**src/rtl/pcm_tx_pkg.sv**
```systemverilog
package pcm_tx_pkg;
    typedef enum logic [2:0] {
        ST_OFF   = 3'd0,
        ST_WAIT  = 3'd1,
        ST_COUNT = 3'd2,
        ST_SEND  = 3'd3,
        ST_DONE  = 3'd4
    } tx_state_e;
endpackage

```
**src/rtl/pcm_tx_fs_edge.sv**
```systemverilog
module pcm_tx_fs_edge (
    input  logic clk,
    input  logic rst_n,
    input  logic fsync,
    output logic lead
);
    logic fs_q;

    always_ff @(posedge clk or negedge rst_n) begin
        if (!rst_n) fs_q <= 1'b0;
        else        fs_q <= fsync;
    end

    // high in the cycle whose closing edge sees the first high sample
    assign lead = fsync && !fs_q;
endmodule

```
**src/rtl/pcm_tx_shreg.sv**
```systemverilog
module pcm_tx_shreg #(
    parameter int BITS = 8
) (
    input  logic            clk,
    input  logic            rst_n,
    input  logic            load,
    input  logic            shift,
    input  logic            last,
    input  logic            sub_en,
    input  logic            sub_bit,
    input  logic [BITS-1:0] code,
    output logic            msb
);
    logic [BITS-1:0] sh_q;
    logic [BITS-1:0] sh_shift;

    always_comb begin
        sh_shift = {sh_q[BITS-2:0], 1'b0};
        if (last && sub_en) sh_shift[BITS-1] = sub_bit;
    end

    always_ff @(posedge clk or negedge rst_n) begin
        if (!rst_n)     sh_q <= '0;
        else if (load)  sh_q <= code;
        else if (shift) sh_q <= sh_shift;
    end

    assign msb = sh_q[BITS-1];
endmodule

```
**src/rtl/pcm_tx_slot_ser.sv**
```systemverilog
module pcm_tx_slot_ser
    import pcm_tx_pkg::*;
#(
    parameter int BITS   = 8,
    parameter int SLOT_W = 6
) (
    input  logic              clk,
    input  logic              rst_n,
    input  logic              en,
    input  logic              inhibit,
    input  logic              fsync,
    input  logic [SLOT_W-1:0] slot_num,
    input  logic [BITS-1:0]   pcm_code,
    input  logic              sig_in,
    output logic              sdata,
    output logic              sdata_oe,
    output logic              slot_n
);
    localparam int POS_W = SLOT_W + $clog2(BITS) + 2;

    tx_state_e        state_q, state_d;
    logic [POS_W-1:0] pos_q, pos_nx, slot_start, slot_last, slot_end;
    logic             sig_frame_q;
    logic [BITS-1:0]  code_hold_q;
    logic             lead, msb, load, last;

    pcm_tx_fs_edge u_edge (
        .clk   (clk),
        .rst_n (rst_n),
        .fsync (fsync),
        .lead  (lead)
    );

    assign pos_nx     = pos_q + POS_W'(1);
    assign slot_start = POS_W'(1) + POS_W'(slot_num) * POS_W'(BITS);
    assign slot_last  = slot_start + POS_W'(BITS - 1);
    assign slot_end   = slot_start + POS_W'(BITS);

    // state register
    always_ff @(posedge clk or negedge rst_n) begin
        if (!rst_n) state_q <= ST_OFF;
        else        state_q <= state_d;
    end

    // next state
    always_comb begin
        state_d = state_q;
        unique case (state_q)
            ST_OFF:   if (en) state_d = ST_WAIT;
            ST_WAIT:  if (lead) state_d = ST_COUNT;
            ST_COUNT: begin
                if (lead)                      state_d = ST_COUNT;
                else if (pos_nx == slot_start) state_d = ST_SEND;
            end
            ST_SEND: begin
                if (lead)                    state_d = ST_COUNT;
                else if (pos_nx == slot_end) state_d = ST_DONE;
            end
            ST_DONE:  if (lead) state_d = ST_COUNT;
            default:  state_d = ST_OFF;
        endcase
        if (!en) state_d = ST_OFF;
    end

    // frame counter, frame type and held code
    always_ff @(posedge clk or negedge rst_n) begin
        if (!rst_n) begin
            pos_q       <= '0;
            sig_frame_q <= 1'b0;
            code_hold_q <= '0;
        end else begin
            if (lead)
                pos_q <= '0;
            else if (state_q == ST_COUNT || state_q == ST_SEND)
                pos_q <= pos_nx;

            if (lead)
                sig_frame_q <= 1'b0;
            else if (state_q == ST_COUNT && pos_q == '0 && fsync)
                sig_frame_q <= 1'b1;

            if (state_q == ST_OFF)
                code_hold_q <= '0;
            else if (state_q == ST_SEND && state_d == ST_DONE)
                code_hold_q <= pcm_code;
        end
    end

    assign load = (state_q == ST_COUNT) && (state_d == ST_SEND);
    assign last = (pos_nx == slot_last);

    pcm_tx_shreg #(.BITS(BITS)) u_shreg (
        .clk     (clk),
        .rst_n   (rst_n),
        .load    (load),
        .shift   (state_q == ST_SEND),
        .last    (last),
        .sub_en  (sig_frame_q),
        .sub_bit (sig_in),
        .code    (code_hold_q),
        .msb     (msb)
    );

    // outputs
    always_comb begin
        sdata_oe = (state_q == ST_SEND) && !inhibit;
        slot_n   = !sdata_oe;
        sdata    = sdata_oe && msb;
    end
endmodule

```
**config.mk**
```make
export PLATFORM = sky130hd
export DESIGN_NAME = pcm_tx_slot_ser
export DESIGN_NICKNAME = d
export VERILOG_FILES = /design/src/rtl/pcm_tx_pkg.sv /design/src/rtl/pcm_tx_fs_edge.sv /design/src/rtl/pcm_tx_shreg.sv /design/src/rtl/pcm_tx_slot_ser.sv
export SDC_FILE = /design/constraint.sdc
export NUM_CORES = 1
export LEC_CHECK = 0
export BUFFER_PORTS_ARGS = -buffer_cell sky130_fd_sc_hd__buf_2
export CAP_MARGIN = 20
export CORE_MARGIN = 1.5
export CORE_UTILIZATION = 63
export CTS_BUF_LIST = sky130_fd_sc_hd__clkbuf_4 sky130_fd_sc_hd__clkbuf_8
export DETAILED_ROUTE_END_ITERATION = 8
export PLACE_DENSITY = 0.85
export REMOVE_ABC_BUFFERS = 1
export SETUP_SLACK_MARGIN = 0.02
export SLEW_MARGIN = 0
export SYNTH_ARGS = -nofsm -noshare
export SYNTH_HDL_FRONTEND = slang
export SYNTH_HIERARCHICAL = 1
export SYNTH_SLANG_ARGS = --single-unit
```
**constraint.sdc**
```tcl
create_clock -name clk -period 5.6 [get_ports clk]
set_clock_uncertainty 0.15 [all_clocks]
set_input_delay 0.84 -clock clk [delete_from_list [all_inputs] [get_ports clk]]
set_output_delay 0.84 -clock clk [all_outputs]
set_load 0.005 [all_outputs]
```
==> results of run 1 <==
power groups by stage:
stage / Combinational (W) / Sequential (W) / Clock, W
final: 0.000129 / 0.000295 / 0.000176
after global placement: 0.000122 / 0.000297 / 0
after CTS: 0.000129 / 0.000294 / 0.000178
after global routing: 0.000143 / 0.000300 / 0.000190
after detailed placement: 0.000129 / 0.000299 / 0
after floorplan: 0.0000919 / 0.000289 / 0
through the flow:
step	total power [W]	area, um2	instances	hold slack (ns)
after CTS	0.000601	2370	302	0.348
after global routing	0.000633	2370	302	0.374
final	0.000600	2370	302	0.353
after floorplan	0.000381	2120	226	0.292
after detailed placement	0.000428	2290	294	0.323
after global placement	0.000419	2290	294	0.317
worst register-to-register path, cell delays in order (launching register included):
cell and delay (ns):
dfrtp_1 0.50, ha_1 0.27, nand2_1 0.13, or3_4 0.42
o21ai_0 0.19, and3_1 0.19, o211ai_2 0.11, or4_4 0.68
mux2_4 0.34
metal layers:
metal  GRT usage  up-vias  routed length (um)  part of all wire
met3      0.0616        8                 257             0.057
met4      0.0806        0                  68             0.015
met1       0.339      838                2100              0.46
met2       0.410       52                2110              0.47
met5           0        -                   0                 0
li1            -      865                   -                 -
flip-flops by register name, indices dropped and copies added (netlist names):
| register | cells |
|---|---|
| code_hold_q | 8 |
| pos_q | 11 |
| sig_frame_q | 1 |
| state_q | 3 |
| u_edge/fs_q | 1 |
| u_shreg/sh_q | 8 |
cells by family (layout without fill, tap and decap cells):
logic type | count (synthesis) | after routing | share of synthesized area
xor+xnor | 23 | 23 | 0.0908
compound gates | 41 | 41 | 0.124
fa+ha+maj | 6 | 6 | 0.0327
mux | 17 | 17 | 0.0953
flops | 32 | 32 | 0.361
simple gates | 99 | 99 | 0.240
buf+inv | 23 | 38 | 0.0558
cell usage in the layout (no fill, tap or decap), types with 2 or more instances in the layout:
cell | synthesis | routed
nand4_1 | 2 | 2
dfrtp_1 | 32 | 32
ha_1 | 5 | 5
or3_1 | 2 | 2
nor3_1 | 15 | 15
mux2i_1 | 8 | 8
or2_2 | 2 | 2
buf_2 | 3 | 22
o21ai_0 | 13 | 13
a21oi_1 | 8 | 8
nand3_1 | 7 | 7
xnor2_1 | 16 | 16
and3_1 | 3 | 3
nor2_1 | 17 | 17
o211ai_1 | 3 | 3
o22ai_1 | 2 | 2
mux2_4 | 8 | 8
nor2b_1 | 10 | 10
or3_2 | 2 | 2
nand2_1 | 24 | 24
clkbuf_4 | 0 | 6
o21ai_1 | 2 | 2
nand2b_1 | 2 | 2
xor2_1 | 7 | 7
inv_1 | 7 | 7
path summary, 6_finish.rpt:
check | startpoint | end | cells after the start
worst max-delay path | pos_q[0] | code_hold_q[1] | 8
worst min-delay path | code_hold_q[0] | u_shreg/sh_q[0] | 2
worst max register to register | pos_q[0] | code_hold_q[1] | 8
worst min register to register | code_hold_q[0] | u_shreg/sh_q[0] | 2
max in group asynchronous | rst_n | state_q[1] | 1
min in group asynchronous | rst_n | pos_q[0] | 1
cell type report:
class                      instances  area [um2]
clock buffer                       6        45.0
clock inverter                     2        35.0
fill                             301         991
inverter                           8        30.0
multi-input combinational        186        1290
sequential                        32         801
tap                               46        57.6
timing repair buffer              22         110
==> flow_summary.toml, run 1 <==
[sta]
slew_headroom = 0.407
worstMarginPinSlew_ns = 0.883
grt_setup_unrepaired = "no"
fmax_mhz = 324
finalHoldViolCount = 0
setup_viol = 0
drv_slew = 0
period_share = 0.551
period_minus_slack_ns = 3.09
fin_tns_setup_ns = 0
finalWorstSetupSlack_ns = 2.51

[pwr]
p_seq_frac = 0.491
p_leak_nw = 1.03
p_sw_frac = 0.311
p_int_w = 0.000414
vdd_drop_max_uv = 163
p_switching_w = 0.000186
p_per_area_mw_per_mm2 = 253
clkPwrFrac = 0.294
combPwrFrac = 0.215

[route]
firstDrtPassIters = 4
vias = 1763
wl_mm = 4.54
wl_per_cell_um = 15.0
drt_iter0_markers = 91
detail_route.vias_per_cell = 5.84
drtAntennaViolNets = 0
drc_errors = 0

[floorplanning]
core_mm2 = 0.00336
die-area_mm2 = 0.00389
start_util = 0.660
die_w_um = 62.3
row_count = 21
die_y_um = 62.3
pin_count = 23

[synth]
ys_seq_area_frac = 0.361
ys.flop_type = "dfrtp_1"
synth_cells = 241
yosys.area.top_type = "dfrtp_1"
synth.area.top_cells = "dfrtp_1 (36%), xnor2_1 (6.3%), mux2_4 (5.4%), nand2_1 (4.1%), mux2i_1 (3.6%)"
yosysMostFrequentCell = "dfrtp_1"
ys_top_cells_by_count = "dfrtp_1 (32), nand2_1 (24), nor2_1 (17), xnor2_1 (16), nor3_1 (15)"
yosys_warnings = 6
synth_edf_count = 0
synth_top_area_share = 0.361
syn-mean-instance-area_um2 = 9.20
async_flop_share = 1.00
ys_ff_latch = 32
synth_area_mm2 = 0.00222
yosysUniqueCellTypes = 56

[worst_setup_path]
cp_top_family = "simple AND/OR/NAND/NOR gates"
cp_num_buf_inv = 0
cp_slowest_cell = "or4_4"
slowest_delay_ns = 0.68
crit_chain = "ha_1 > nand2_1 > or3_4 > o21ai_0 > and3_1 > o211ai_2 > or4_4 > mux2_4"
worstPathArrival_ns = 3.16
critical_path_required_ns = 5.68
worstSetupEndpointType = "flip-flop"
critPathLaunchType = "flip-flop"
rrSetupSlack_ns = 2.51
crit_fanout = 9
critical_path_class = "reg -> reg"

[clock_tree]
path_clk_slew_ns = 0.10
cts_tree = "yes"
cts_resized = 0
cts_setup_buffers = 0
cts_root_buffer = "clkbuf_4"
clock_sinks = 32
htree_levels = 2
hold_buffers = 0
cts_max_path_buffers = 2
cts_buffers = 5
insertion_delay_ns = 0.33

[cells_and_area]
diodes = 0
area_growth_syn_to_layout_pct = 6.94
nets = 280
drive_gt1_frac = 0.215
final_core_util = 0.705

[global_routing]
gr-total-overflow = 0
grt_max_degree = 33
antenna_found_initial = 0
grt_pass1_wl_mm = 7.72
grt_util_all_layers = 0.254
grt_pass1_vias = 1731

[place]
place.gp.congestion = 0.852
hpwl_mm = 3.37
post-place-ws_ns = 2.21
io_buffers = 22

[job]
maxCapViolCount = 0

[hold_path]
hold_path_class = "reg -> reg"

[status]
status = "finished clean"
(Power assumes the default switching activity.)
==> run 2: changes to the inputs <==
Settings changed: ABC_AREA set to 1, CORE_UTILIZATION 63 to 61, PLACE_DENSITY 0.85 to 0.82.
Clock period 5.6 ns to 3.15 ns, I/O delays scaled along.
==> run 2 against run 1 <==
- first-iteration DRC count up 56%
- sequential power grew 55%
- critical path depth rose by 9
- worst hold slack got worse by 0.33 ns
- die area increased by 1.2%
- core utilization decreased by 0.21 points
- register-to-register slack got worse by 2.1 ns
- area after synthesis down 1.9%
- sequential share of layout area fell by 0.16 points
- design area increased by 0.47%
- setup slack worse by 2.1 ns
==> flow_summary.toml, run 2 <==
[clock_tree]
path_clk_slew_ns = 0.11
cts_setup_buffers = 0
cts_root_buffer = "clkbuf_4"
insertion_delay_ns = 0.33
cts_max_path_buffers = 2
hold_buffers = 0
cts_buffers = 5
cts_resized = 0
htree_levels = 2
cts_tree = "yes"
clock_sinks = 32

[worst_setup_path]
critical_path_required_ns = 3.23
crit_fanout = 10
worstPathArrival_ns = 2.87
r2r_end = "u_shreg/sh_q[7]"
worstSetupEndpointType = "flip-flop"
rr_startpoint = "pos_q[1]"
rrSetupSlack_ns = 0.37
critPathLaunchType = "flip-flop"
critical_path_class = "reg -> reg"
reg2reg_depth = 17

[route]
wl_mm = 4.66
firstDrtPassIters = 4
wl_per_cell_um = 12.3
drc_errors = 0
detail_route.vias_per_cell = 5.34
vias = 2029
drt_iter0_markers = 142
drtAntennaViolNets = 0

[global_routing]
gr-total-overflow = 0
grt_max_degree = 33
grt_pass1_vias = 1849
antenna_found_initial = 0
grt_pass1_wl_mm = 8.24
grt_util_all_layers = 0.265

[sta]
fin_tns_setup_ns = 0
worstMarginPinSlew_ns = 0.701
period_minus_slack_ns = 2.78
period_share = 0.883
slew_headroom = 0.533
fmax_mhz = 359
finalHoldViolCount = 0
setup_viol = 0
grt_setup_unrepaired = "no"
drv_slew = 0

[job]
maxCapViolCount = 0

[pwr]
p_per_area_mw_per_mm2 = 376
p_leak_nw = 1.22
vdd_drop_max_uv = 291

[cells_and_area]
area_growth_syn_to_layout_pct = 9.55
final-seq-area_um2 = 801
regMostFlops = "pos_q"
multi_input_area_mm2 = 0.00116
fillCellCount = 300
final_core_util = 0.703
reg_top3 = "pos_q: 11 flops, code_hold_q: 8 flops, u_shreg/sh_q: 8 flops"
largest_register_ff_count = 11
diodes = 0
final_common_cell = "nand2_1"
nets = 358
final_cell_mix = "nand2_1 (90), inv_1 (47), nand3_1 (36)"
drive_gt1_frac = 0.192
design_area_mm2 = 0.00238

[synth]
yosysMostFrequentCell = "nand2_1"
yosys.area.top_type = "dfrtp_1"
ys_ff_latch = 32
ys.flop_type = "dfrtp_1"
yosysUniqueCellTypes = 29
async_flop_share = 1.00
synth.area.top_cells = "dfrtp_1 (37%), nand2_1 (16%), nand3_1 (8.3%), inv_1 (8.1%), nor2_1 (4.0%)"
yosys_warnings = 6
synth_area_mm2 = 0.00218
synth_cells = 306
synth_edf_count = 0
ys_top_cells_by_count = "nand2_1 (90), inv_1 (47), nand3_1 (36), dfrtp_1 (32), nor2_1 (23)"
synth_top_area_share = 0.368
syn-mean-instance-area_um2 = 7.11
ys_seq_area_frac = 0.368

[floorplanning]
row_count = 21
die_y_um = 62.7
pin_count = 23
start_util = 0.642
die_w_um = 62.7
core_mm2 = 0.00339
die-area_mm2 = 0.00393

[hold_path]
hold_path_class = "in -> async"

[place]
place.gp.congestion = 0.978
io_buffers = 22
hpwl_mm = 3.62
place_area_mm2 = 0.00233

[status]
status = "finished clean"
## run 2: cell types whose count changed after synthesis, sizes merged, moves of 11 or more
cell / delta
inv: +40
nand2: +73
nand3: +34
nor2: +16
nor2b: -11
nor3: -13
xnor2: -16
## run 2: cells by family (layout without fill, tap and decap cells)
family,after synthesis,in the layout,synth area share
fa+ha+maj,5,5,0.0288
xor+xnor,6,6,0.0242
buf+inv,53,81,0.0989
flops,32,32,0.368
simple gates,181,181,0.392
compound gates,29,29,0.0880
## run 2: worst max-delay path by stage
stage,to,from,slack [ns],cells after the start
finish,u_shreg/sh_q[7],pos_q[1],0.37,17
global route,u_shreg/sh_q[7],pos_q[1],0.18,17
CTS,u_shreg/sh_q[7],pos_q[1],0.39,17
detailed placement,u_shreg/sh_q[7],pos_q[1],0.41,17
global placement,u_shreg/sh_q[7],slot_num[0],0.53,16
floorplan,u_shreg/sh_q[7],pos_q[1],0.52,16
## run 2: power by group
part	switching (W)	total [W]	leakage [nW]	internal [W]
logic	0.000137	0.000203	0.746	0.0000665
clock network	0.000151	0.000237	0.0349	0.0000856
registers	0.0000243	0.000456	0.441	0.000431
total	0.000312	0.000895	1.22	0.000583
## run 2: routing by layer
layer / track usage / up-vias / share of wire
li1: - / 1028 / -
met4: 0.0889 / 0 / 0.012
met5: 0 / - / 0
met2: 0.419 / 54 / 0.47
met1: 0.367 / 940 / 0.47
met3: 0.0523 / 7 / 0.048
## run 2: final cells by class
cell class | instances | share of cell area
Timing Repair Buffer | 24 | 0.0525
Multi-Input combinational cell | 221 | 0.487
Inverter | 49 | 0.0772
Clock buffer | 5 | 0.0157
Sequential cell | 32 | 0.336
Tap cell | 46 | 0.0241
Clock inverter | 3 | 0.00787
## run 2: per-stage QoR
stage	total power, W	hold WS (ns)	instances	setup WS (ns)
detailed placement	0.000666	0.316	372	0.409
global route	0.000956	0.0663	380	0.179
floorplan	0.000595	0.0269	302	0.520
CTS	0.000906	0.0258	380	0.386
global placement	0.000658	0.315	372	0.528
finish	0.000895	0.0190	380	0.367
## run 2: worst max-delay path, cell delays in order (launching register included)
cell and delay, ns:
dfrtp_1 0.43, ha_1 0.23, nand3_2 0.12, nor2_1 0.23
nand2_1 0.11, nand2_1 0.14, nand2_1 0.08, nand3_2 0.09
nor2_2 0.05, nand3_2 0.08, nand2_1 0.08, a21oi_1 0.20
nand2_1 0.08, nor2_1 0.11, buf_4 0.19, nor2_4 0.08
a21oi_1 0.16, nand2_1 0.07
